--- src/rtl/gpio_port_pkg.sv ---
package gpio_port_pkg;
  localparam int unsigned REG_AW = 3;

  typedef enum logic [REG_AW-1:0] {
    RA_DATA    = 3'd0,
    RA_SET     = 3'd1,
    RA_CLR     = 3'd2,
    RA_DIR_OUT = 3'd3,
    RA_DIR_IN  = 3'd4
  } reg_addr_e;
endpackage

--- src/rtl/gpio_bit_mirror.sv ---
module gpio_bit_mirror #(
  parameter int unsigned WIDTH = 32,
  parameter bit          EN    = 1'b0
) (
  input  logic [WIDTH-1:0] din,
  output logic [WIDTH-1:0] dout
);
  generate
    if (EN) begin : g_rev
      for (genvar i = 0; i < WIDTH; i++) begin : g_bit
        assign dout[i] = din[WIDTH-1-i];
      end
    end else begin : g_pass
      assign dout = din;
    end
  endgenerate
endmodule

--- src/rtl/gpio_in_sync.sv ---
module gpio_in_sync #(
  parameter int unsigned WIDTH = 32
) (
  input  logic             clk,
  input  logic             rst_n,
  input  logic [WIDTH-1:0] din,
  output logic [WIDTH-1:0] dout
);
  logic [WIDTH-1:0] stage1_q;
  logic [WIDTH-1:0] stage2_q;

  always_ff @(posedge clk or negedge rst_n) begin
    if (!rst_n) begin
      stage1_q <= '0;
      stage2_q <= '0;
    end else begin
      stage1_q <= din;
      stage2_q <= stage1_q;
    end
  end

  assign dout = stage2_q;
endmodule

--- src/rtl/gpio_out_latch.sv ---
module gpio_out_latch #(
  parameter int unsigned WIDTH     = 32,
  parameter bit          HAS_CLEAR = 1'b1
) (
  input  logic             clk,
  input  logic             rst_n,
  input  logic             set_we,
  input  logic             clr_we,
  input  logic [WIDTH-1:0] wdata,
  output logic [WIDTH-1:0] latch_q
);
  generate
    if (HAS_CLEAR) begin : g_w1
      logic [WIDTH-1:0] set_mask;
      logic [WIDTH-1:0] clr_mask;
      assign set_mask = set_we ? wdata : '0;
      assign clr_mask = clr_we ? wdata : '0;
      always_ff @(posedge clk or negedge rst_n) begin
        if (!rst_n) latch_q <= '0;
        else        latch_q <= (latch_q | set_mask) & ~clr_mask;
      end
    end else begin : g_load
      logic unused_clr;
      assign unused_clr = clr_we;
      always_ff @(posedge clk or negedge rst_n) begin
        if (!rst_n)      latch_q <= '0;
        else if (set_we) latch_q <= wdata;
      end
    end
  endgenerate
endmodule

--- src/rtl/mmio_gpio_port.sv ---
module mmio_gpio_port
  import gpio_port_pkg::*;
#(
  parameter int unsigned WIDTH     = 32,
  parameter bit          HAS_CLEAR = 1'b1,
  parameter bit          MIRROR    = 1'b0
) (
  input  logic              clk,
  input  logic              rst_n,
  input  logic [REG_AW-1:0] bus_addr,
  input  logic              bus_wr,
  input  logic [WIDTH-1:0]  bus_wdata,
  output logic [WIDTH-1:0]  bus_rdata,
  input  logic [WIDTH-1:0]  pin_in,
  output logic [WIDTH-1:0]  pin_out,
  output logic [WIDTH-1:0]  pin_oe
);
  logic [WIDTH-1:0] sync_pins;
  logic [WIDTH-1:0] level_reg;
  logic [WIDTH-1:0] latch_reg;
  logic [WIDTH-1:0] dir_q;
  logic [WIDTH-1:0] rd_mux;
  logic             set_we;
  logic             clr_we;
  reg_addr_e        addr;

  assign addr   = reg_addr_e'(bus_addr);
  assign set_we = bus_wr && (addr == RA_SET);
  assign clr_we = HAS_CLEAR && bus_wr && (addr == RA_CLR);

  gpio_in_sync #(.WIDTH(WIDTH)) u_sync (
    .clk(clk), .rst_n(rst_n), .din(pin_in), .dout(sync_pins)
  );

  gpio_bit_mirror #(.WIDTH(WIDTH), .EN(MIRROR)) u_mir_in (
    .din(sync_pins), .dout(level_reg)
  );

  gpio_out_latch #(.WIDTH(WIDTH), .HAS_CLEAR(HAS_CLEAR)) u_latch (
    .clk(clk), .rst_n(rst_n), .set_we(set_we), .clr_we(clr_we),
    .wdata(bus_wdata), .latch_q(latch_reg)
  );

  // Single direction state, register-bit order, 1 = output.
  always_ff @(posedge clk or negedge rst_n) begin
    if (!rst_n) begin
      dir_q <= '0;
    end else if (bus_wr) begin
      if (addr == RA_DIR_OUT)     dir_q <= bus_wdata;
      else if (addr == RA_DIR_IN) dir_q <= ~bus_wdata;
    end
  end

  gpio_bit_mirror #(.WIDTH(WIDTH), .EN(MIRROR)) u_mir_out (
    .din(latch_reg), .dout(pin_out)
  );

  gpio_bit_mirror #(.WIDTH(WIDTH), .EN(MIRROR)) u_mir_oe (
    .din(dir_q), .dout(pin_oe)
  );

  always_comb begin
    unique case (bus_addr)
      RA_DATA:    rd_mux = level_reg;
      RA_SET:     rd_mux = latch_reg;
      RA_DIR_OUT: rd_mux = dir_q;
      RA_DIR_IN:  rd_mux = ~dir_q;
      default:    rd_mux = '0;
    endcase
  end

  always_ff @(posedge clk or negedge rst_n) begin
    if (!rst_n) bus_rdata <= '0;
    else        bus_rdata <= rd_mux;
  end
endmodule

--- config.mk ---
export PLATFORM = sky130hd
export DESIGN_NAME = mmio_gpio_port
export DESIGN_NICKNAME = d
export VERILOG_FILES = /design/src/rtl/gpio_port_pkg.sv /design/src/rtl/gpio_bit_mirror.sv /design/src/rtl/gpio_in_sync.sv /design/src/rtl/gpio_out_latch.sv /design/src/rtl/mmio_gpio_port.sv
export SDC_FILE = /design/constraint.sdc
export NUM_CORES = 1
export LEC_CHECK = 0
export BUFFER_PORTS_ARGS = -buffer_cell sky130_fd_sc_hd__buf_2
export CAP_MARGIN = 5
export CORE_MARGIN = 1.5
export CORE_UTILIZATION = 30
export DETAILED_ROUTE_END_ITERATION = 7
export GPL_TIMING_DRIVEN = 1
export PLACE_DENSITY = 0.57
export SETUP_SLACK_MARGIN = 0.5
export SYNTH_ARGS = -nofsm -noshare
export SYNTH_HDL_FRONTEND = slang
export SYNTH_SLANG_ARGS = --single-unit
--- constraint.sdc ---
create_clock -name clk -period 1.6 [get_ports clk]
set_input_delay 0.16 -clock clk [delete_from_list [all_inputs] [get_ports clk]]
set_output_delay 0.16 -clock clk [all_outputs]
set_load 0.03 [all_outputs]
* Word-level counts from Yosys, hierarchy flattened
Index checks and enable logic that the tools add are counted.
** Storage, ports and cells
- Register bits :: 160
- Input port bits :: 70
- Output and inout bits :: 96
- Logic and storage cells :: 24
** Operators by class
- Equal/unequal tests :: 4
- Multiplexer cells :: 5
- Bitwise gates (word level) :: 5
- Reductions and logical operators :: 5
** Operators with widths (number)
- 32-bit two-way mux :: 4
- 32-bit one-hot mux with 4 select lines :: 1
- 32-bit NOT :: 3
- 32-bit AND :: 1
- 32-bit OR :: 1
- 3-bit by 2-bit equality test with 1-bit output (second input constant) :: 2
- 3-bit by 1-bit equality test with 1-bit output (second input constant) :: 1
- 3-bit equality test (second input constant) :: 1
- 3-bit logical NOT :: 1
- 1-bit logical AND :: 2
- 2-bit AND reduction :: 1
- 2-bit nonzero test :: 1

* Logic depth before layout (Yosys ltp)
Gate-level depths: netlist of run 1.
- Word-level depth :: 5
- Gate-level depth with buffers :: 6
- Depth with buffers taken out :: 3

* Cells and area by module
Synthesis of run 1 repeated with hierarchy kept, for this count alone.
** Unflattened totals
- Cells, all modules :: 634
- Area total of the unflattened synthesis :: 7264.5 um2
** Modules (own cells, without submodules)
- mmio_gpio_port :: times used 1, cells each 372, area each 3772.4 um2, sequential area each 1601.5 um2
- gpio_in_sync :: times used 1, cells each 64, area each 1601.5 um2, sequential area each 1601.5 um2
- gpio_out_latch :: times used 1, cells each 102, area each 1169.9 um2, sequential area each 800.8 um2
- gpio_bit_mirror :: times used 3, cells each 32, area each 240.2 um2, sequential area each 0.0 um2

* Least setup slack after synthesis of run 1
No wires, ideal clock.
- Kind :: register to register
- Start point :: register, netlist name dir_q[21]
- End point :: register dir_q[21]
- Library setup time :: 0.126 ns
- Arrival :: 1.177 ns
- Required time :: 1.474 ns
- Slack :: 0.298 ns
- Stages on the path, launching flop included :: 4
- Path buffers :: 0
- Period minus slack after synthesis :: 1.302 ns
- Cells stage by stage :: dfrtp_1 > and3_1 > a31o_2 > a221o_1
** RTL lines
- end signal, assigned :: RTL line mmio_gpio_port.sv:49 : if (addr == RA_DIR_OUT) dir_q <= bus_wdata;
- end signal, assigned :: RTL line mmio_gpio_port.sv:50 : else if (addr == RA_DIR_IN) dir_q <= ~bus_wdata;
- end, declared :: RTL line mmio_gpio_port.sv:21 : logic [WIDTH-1:0] dir_q;

* Final worst setup path of run 1
- Start point :: register dir_q[22]
- End point :: output pin_oe[22]
** RTL lines
- end, declared :: RTL line mmio_gpio_port.sv:16 : output logic [WIDTH-1:0] pin_oe
No word-level cell between the ends.

==> metrics.md, run 1 <==
| Metric | Value |
|---|---|
| Run status | complete, no violations |
| Worst reg-to-reg setup slack | 400 ps |
| Detail Route Antenna Nets | 0 |
| Startpoint types | flip-flop |
| Min-delay worst type | in2reg |
| Final hold violation count | 0 |
| Post-route fraction of the period consumed by the critical path | approximately 75% |
| Worst slew slack as a fraction of its limit | 64.8% |
| Share of post-route cells with drive strength above 1 | 44.1% |
| Capture instance of the worst register-to-register path | dir_q[12] |
| Hold path depth | 3 |
| Pwr/cell area | 1220 nW/um2 |
| Layout Skew | 13.6 ps |
| Post-synth top flop | sky130_fd_sc_hd__dfrtp_1 |
| Unrepaired setup endpoints after global routing | true |
| Layout Area Growth over Synthesis | 55.7% |
| Slowest cell delay on critical path | 450 ps |
| Deepest clock path buffer count | 2 |
| Critical path data arrival time | 1040 ps |
| Pin count of the biggest net entering global routing | 69 |
| Total global routing overflow | 0 |
| Maximum frequency from static timing analysis | 0.833 GHz |
| TritonCTS clock tree | done |
| Final wirelength | around 21,000 um |
| IO Port Bufs | 165 |
| Highest ir drop seen on vdd | 0.764 mV |
| Required arrival time at the worst endpoint | 1440 ps |
| Standard-cell rows | 55 |
| Standard cell area after detailed placement | 8190 um2 |
| GPL Wtd Cong | roughly 0.7 |
| WL/cell | between 15 and 20 um |
| Number of antenna cells inserted | 0 |
| Slew of the pin with the lowest slew margin | 529 ps |
| Synthesized instance count | 609 |
| Via count of the first global-routing pass | approximately 5,900 |
| Worst r2r path cells | 3 |
| Clock edge transition at the registers on the reported setup and hold paths | 60 ps |
| Sequential-to-total area share from yosys stat | 57.8% |
| Source of the worst hold timing path | bus_wdata[20] |
| Kind of end point of the critical path | primary output |
| Tot GR Track Use | 17.2% |
| Synthesized area per cell | 11.4 um2 |
| Sum of buffers and inverters on the critical path | 1 |
| Drt initial violations | 331 |
| Number of enable-type register cells in the synthesized netlist | 0 |
| Fin. max-slew vios | 0 |
| Max-cap viol count | 0 |
| CTS H-tree depth | 4 |
| Post-Route Hold Slack | 31.4 ps |
| Clk sink count | 160 |
| Master cell of the clock root buffer | sky130_fd_sc_hd__clkbuf_16 |
| Most frequent standard cell in the layout excluding fill and tap cells | sky130_fd_sc_hd__dfrtp_1 |
| Number of antenna violations at the first check in global routing | 1 |
| Area inside the core boundary | roughly 23,000 um2 |
| DR DRC count | 0 |
| Total Nets Final | between 900 and 1,000 |
| Cell-by-cell listing of the critical path | buf_6 |
| Total CTS buffers | 17 |
| First-pass GRT wire length | roughly 32,000 um |
| Post-route minimum period | 1200 ps |
| Later-pin clock latency in the skew report | 430 ps |
| Leak | ~4.8 nW |
| Post-route cell area | about 11,000 um2 |
| Total die area | 24,000 um2 |
| Post-detailed-placement half-perimeter wirelength | between 10,000 and 15,000 um |
| Yosys warns | 0 |
| Startpoint of the lowest-slack register-to-register path | dir_q[12] |
| Number of register bits inferred by synthesis | 160 |
| Count of boundary I/O pins | 166 |
| Crit path max-delay cell type | sky130_fd_sc_hd__dfrtp_2 |
| Worst-path maximum fanout | 5 |
| Mapped cell area | a little under 7000 um2 |
| Cell family with the largest share of critical-path delay | flip-flops |
| Starting utilization of the core area | between 30 and 40% |
| Final setup violation count | 0 |
| Via density per instance | 5.15 |
| Die X-Extent | 155 um |
| Die Y | 155 um |
| Iteration count of the initial detailed-routing pass | 5 |
| Nets in the synthesized netlist | 679 |
| Terminating pin of the worst hold path | u_latch.latch_q[20] |
| Async S/R FF share, synth | 100% |
| Unique masters post-synth | 23 |
| Via count | ~6,000 |
| Commonest non-fill, non-tap cells in the layout | 128 x sky130_fd_sc_hd__dfrtp_1, 115 x sky130_fd_sc_hd__buf_6, 70 x sky130_fd_sc_hd__buf_4 |
| WS Path Type | reg2out |
| Worst setup startpoint | dir_q[22] |
==> worst max-delay path by stage <==
stage,endpoint,slack (ps),cells after the start
after detailed placement,dir_q[20],-80,5
after global placement,dir_q[19],-30,5
after global routing,pin_oe[22],370,1
final,pin_oe[22],400,1
after floorplan,dir_q[29],370,3
after CTS,pin_oe[2],390,1
==> where the power goes <==
part	leakage, nW	internal [mW]	switching (mW)
clock	0.331	3.13	1.69
combinational	2.73	1.79	1.67
sequential	1.78	4.49	0.420
total	4.84	9.40	3.78
==> final cells by class <==
class,instances,area (um2)
clock inverter,11,236
timing repair buffer,293,2680
clock buffer,21,450
inverter,32,120
sequential,160,4040
tap,285,357
multi-input combinational,360,2910
fill,2024,11800
==> through the flow <==
stage	total power [mW]	TNS [ps]	util (%)	cells	setup slack, ps
after floorplan	6.44	0	-	609	373
after global placement	7.27	-550	36.2	1023	-33.7
after detailed placement	7.29	-1130	36.2	1023	-75.0
after CTS	13.1	0	46.3	1157	391
after global routing	13.7	0	47.7	1162	368
final	13.2	0	47.7	1162	399
==> sequential cells by signal (all words and copies together), names as in the netlist <==
signal           cells
u_sync.dout         32
dir_q               32
bus_rdata           32
u_latch.latch_q     32
u_sync.stage1_q     32
==> synthesized netlist by cell type, types with 21 or more instances <==
| library cell | n | area, um2 |
|---|---|---|
| sky130_fd_sc_hd__a22o_1 | 32 | 280 |
| sky130_fd_sc_hd__nand3_1 | 32 | 160 |
| sky130_fd_sc_hd__and3_1 | 32 | 200 |
| sky130_fd_sc_hd__mux2i_1 | 32 | 320 |
| sky130_fd_sc_hd__a221o_1 | 32 | 320 |
| sky130_fd_sc_hd__o22ai_1 | 32 | 200 |
| sky130_fd_sc_hd__a21oi_1 | 32 | 160 |
| sky130_fd_sc_hd__dfrtp_1 | 160 | 4000 |
| sky130_fd_sc_hd__inv_1 | 32 | 120 |
| sky130_fd_sc_hd__o21a_1 | 32 | 240 |
| sky130_fd_sc_hd__o21ai_0 | 57 | 285 |
| sky130_fd_sc_hd__buf_2 | 21 | 105 |
| sky130_fd_sc_hd__clkbuf_1 | 24 | 90.1 |
| sky130_fd_sc_hd__a31o_2 | 32 | 280 |
==> repair_timing <==
action                                  4_1_cts  5_1_grt
hold endpoints to repair                    179        0
endpoints found under the setup margin      129      158
pin swaps                                     5        8
gates cloned                                  0        1
setup buffers                                69        4
hold buffers                                 33        0
gates resized for setup                     218       46
==> routing by layer <==
metal,global-route usage [%],vias to the layer above,routed length (um)
met1,23.7,3005,9730
met5,0,-,12
met4,6.14,2,254
met2,26.9,161,10100
li1,-,2803,-
met3,3.51,17,874
==> worst register-to-register path, delay by kind of cell, from the launching register on <==
family          cells  cell delay, ps
compound gates      2             510
buf+inv             1             130
flops               1             440
==> cells by family after synthesis <==
family                 synth area share, %
AND/OR/NAND/NOR                       5.80
multiplexers                          4.62
buffers and inverters                 5.69
AO/OA/AOI/OAI                         26.1
flip-flops                            57.8
Note: power is estimated with default switching activity, not from simulation.
==> run 2: changes to the inputs <==
Settings changed: ABC_AREA set to 1, PLACE_DENSITY 0.57 to 0.59.
Clock period 1.6 ns to 1 ns, I/O delays scaled along.
==> run 2 against run 1 <==
  * The flow now finishes with violations (negative hold slack, negative setup slack)
  * Final area up 7.8%
  * Synthesized cell count up 31%
  * Sequential share of layout area down 2.0 points
  * Die area down 3.0%
  * Hold slack worse by 490 ps
  * Count of clock-buffer cells in the layout unchanged
  * Register-to-register slack worse by 410 ps
  * Clock skew down 3.6 ps
  * Sequential power up 71%
  * Global-route usage up 2.6 points
==> metrics.md, run 2 <==
| Metric | Value |
|---|---|
| Number of enable-type register cells in the synthesized netlist | 0 |
| Die Y | approximately 150 um |
| Detail Route Antenna Nets | 0 |
| Synthesized area per cell | 8.44 um2 |
| Post-Route Hold Slack | -460 ps |
| Fin. max-slew vios | 0 |
| IO Port Bufs | 165 |
| Later-pin clock latency in the skew report | approximately 430 ps |
| First-pass GRT wire length | between 30,000 and 40,000 um |
| Most used standard cell by instance count after synthesis | sky130_fd_sc_hd__nand2_1 |
| Standard-cell rows | 54 |
| Maximum frequency from static timing analysis | roughly 0.89 GHz |
| Worst-path maximum fanout | 2 |
| Clock edge transition at the registers on the reported setup and hold paths | 70 ps |
| Layout Area Growth over Synthesis | 73.2% |
| Commonest non-fill, non-tap cells in the layout | 235 x sky130_fd_sc_hd__nand2_1, 210 x sky130_fd_sc_hd__buf_6, 96 x sky130_fd_sc_hd__dfrtp_2 |
| Via count of the first global-routing pass | 6,541 |
| Count of boundary I/O pins | 166 |
| TritonCTS clock tree | done |
| Mapped cell area | 6720 um2 |
| Total global routing overflow | 0 |
| Capture instance of the worst register-to-register path | bus_rdata[17] |
| Multiplexer share of the synthesized area | 0% |
| Number of inserted filler cells in the final layout | approximately 1,900 |
| Pin count of the biggest net entering global routing | 49 |
| Min-delay worst type | in2async |
| Final setup violation count | 99 |
| Startpoint types | flip-flop |
| Smallest setup slack after layout | -121 ps |
| Deepest clock path buffer count | 2 |
| Sequential-to-total area share from yosys stat | about three fifths |
| # hold bufs at CTS | 32 |
| Number of cells in the design after placement | 1,242 |
| Post-route total power | 24.6 mW |
| Post-route fraction of the period consumed by the critical path | 112% |
| CTS H-tree depth | 4 |
| Clk sink count | between 150 and 200 |
| Tot GR Track Use | 19.8% |
| Highest ir drop seen on vdd | 1.20 mV |
| Switching power share of the total | ~32% |
| WS Path Type | reg2out |
| Total net switching power | 7.92 mW |
| Final total negative setup slack | -7850 ps |
| Cell types with the highest counts after synthesis | 290 x sky130_fd_sc_hd__nand2_1, 160 x sky130_fd_sc_hd__dfrtp_1, 98 x sky130_fd_sc_hd__inv_1, 65 x sky130_fd_sc_hd__nand3_1, 65 x sky130_fd_sc_hd__nand4_1 |
| Cell family with the largest share of critical-path delay | flip-flops |
| Via count | between 6,000 and 7,000 |
| DR DRC count | 0 |
| Post-detailed-placement half-perimeter wirelength | between 10,000 and 15,000 um |
| Max-cap viol count | 0 |
| Total Nets Final | 1,195 |
| Worst reg-to-reg setup slack | -10 ps |
| Pwr/cell area | 2110 nW/um2 |
| Violations in the final reports | negative hold slack, negative setup slack |
| Yosys warns | 0 |
| Kind of end point of the critical path | primary output |
| Arithmetic-cell share of the synthesized area counting full adders, half adders and majority gates | 0% |
| Most frequent standard cell in the layout excluding fill and tap cells | sky130_fd_sc_hd__nand2_1 |
| Die X-Extent | 153 um |
| Async S/R FF share, synth | 100% |
| Internal power consumption | ~17 mW |
| Worst r2r path cells | 6 |
| Master cell of the clock root buffer | sky130_fd_sc_hd__clkbuf_16 |
| Sum of buffers and inverters on the critical path | 1 |
| Post-synth top flop | sky130_fd_sc_hd__dfrtp_1 |
| Required arrival time at the worst endpoint | 900 ps |
| GPL Wtd Cong | 0.779 |
| Run status | finished with violations |
| Layout Skew | 9.99 ps |
| Top-area cell type share of the netlist area | 59.6% |
| Final hold violation count | 186 |
| Unrepaired setup endpoints after global routing | true |
| Cell accounting for the most synthesized area | sky130_fd_sc_hd__dfrtp_1 |
| Final wirelength | 23,100 um |
| Unique masters post-synth | 14 |
| Leak | 5.78 nW |
| Clock network fraction of design power | 29.5% |
| Compound-gate portion of the synthesized area | under 10% |
| Main combinational cell family by area after synthesis | simple AND/OR/NAND/NOR gates |
| Area inside the core boundary | 21,900 um2 |
| Nets in the synthesized netlist | slightly below 900 |
| Number of antenna violations at the first check in global routing | 2 |
| Starting utilization of the core area | roughly 31% |
| Via density per instance | between 4 and 5 |
| Crit path max-delay cell type | sky130_fd_sc_hd__dfrtp_2 |
| Worst slew slack as a fraction of its limit | about four fifths |
| Slowest cell delay on critical path | 440 ps |
| Sequential fraction of design power | about a third |
| WL/cell | 16.2 um |
| Share of total power in combinational logic | 36.2% |
| Critical path data arrival time | 1020 ps |
| Share of post-route cells with drive strength above 1 | 54.4% |
| Xor and xnor fraction of the mapped netlist area | 0% |
| Drt initial violations | 290 |
| Number of register bits inferred by synthesis | 160 |
| Post-route minimum period | 1120 ps |
| Biggest area contributors in the synthesized netlist | sky130_fd_sc_hd__dfrtp_1 60%, sky130_fd_sc_hd__nand2_1 16%, sky130_fd_sc_hd__nand4_1 6.1% |
| Instance count on the critical path | 1 |
| Cell-by-cell listing of the critical path | buf_6 |
| Iteration count of the initial detailed-routing pass | 4 |
| Count of non-filler cells in the finished layout | approximately 1,400 |
| Synthesized-area fraction occupied by and/or/nand/nor cells | between 20% and 30% |
| Synthesized instance count | 796 |
| Startpoint of the lowest-slack register-to-register path | dir_q[17] |
| Register area | slightly above 4000 um2 |
| Total die area | about 23,000 um2 |
| Area of combinational cells with multiple inputs | 2490 um2 |
| Slew of the pin with the lowest slew margin | 299 ps |
| Total CTS buffers | 17 |
run 2: worst max path at each step:
| stage | from | endpoint | slack [ps] |
|---|---|---|---|
| after global placement | bus_addr[1] | u_latch.latch_q[3] | -290 |
| after global routing | dir_q[20] | pin_oe[20] | -150 |
| final | dir_q[24] | pin_oe[24] | -120 |
| after floorplan | bus_addr[0] | dir_q[10] | 120 |
| after CTS | u_latch.latch_q[22] | pin_out[22] | -130 |
| after detailed placement | bus_addr[1] | u_latch.latch_q[17] | -260 |
run 2: stage by stage:
step | instance area (um2) | hold WS [ps] | worst slack (ps) | util, %
6_report | 11600 | -460 | -121 | 53.1
2_1_floorplan | 7010 | -196 | 116 | -
3_3_place_gp | 8470 | -2.64 | -289 | 38.7
5_1_grt | 11600 | -469 | -153 | 53.1
3_5_place_dp | 8470 | -5.33 | -261 | 38.7
4_1_cts | 10900 | -464 | -134 | 49.8
run 2: area by class of cell:
type	count	share of cell area [%]
Clock buffer	21	3.96
Multi-Input combinational cell	488	21.4
Sequential cell	160	35.4
Inverter	99	3.41
Timing Repair Buffer	359	31.1
Antenna cell	2	0.0430
Tap cell	280	3.01
Clock inverter	11	1.61
run 2: routing by layer:
| metal | global-route usage, % | vias to the layer above | wire [um] |
|---|---|---|---|
| met1 | 24.9 | 3179 | 9900 |
| met2 | 32.5 | 212 | 11400 |
| li1 | - | 3160 | - |
| met5 | 0 | - | 0 |
| met4 | 8.33 | 0 | 536 |
| met3 | 4.75 | 30 | 1280 |
run 2: cells by family (layout without fill, tap and decap cells):
group | count (synthesis) | in the layout
compound gates | 32 | 32
buf+inv | 148 | 490
flops | 160 | 160
other cells | 0 | 2
simple gates | 456 | 456
run 2: repair_timing:
| action | 4_1_cts | 5_1_grt |
|---|---|---|
| endpoints found under the setup margin | 193 | 193 |
| gates resized for setup | 374 | 98 |
| endpoints found under the hold margin | 224 | 185 |
| pin swaps | 33 | 51 |
| setup buffers | 59 | 53 |
run 2: power by group through the flow:
| stage | clock network [mW] | logic (mW) | registers [mW] |
|---|---|---|---|
| global route | 7.65 | 9.46 | 8.51 |
| floorplan | 0 | 1.44 | 10.0 |
| finish | 7.26 | 8.89 | 8.42 |
| detailed placement | 0 | 4.98 | 8.40 |
| CTS | 7.37 | 7.70 | 8.41 |
| global placement | 0 | 4.92 | 8.40 |
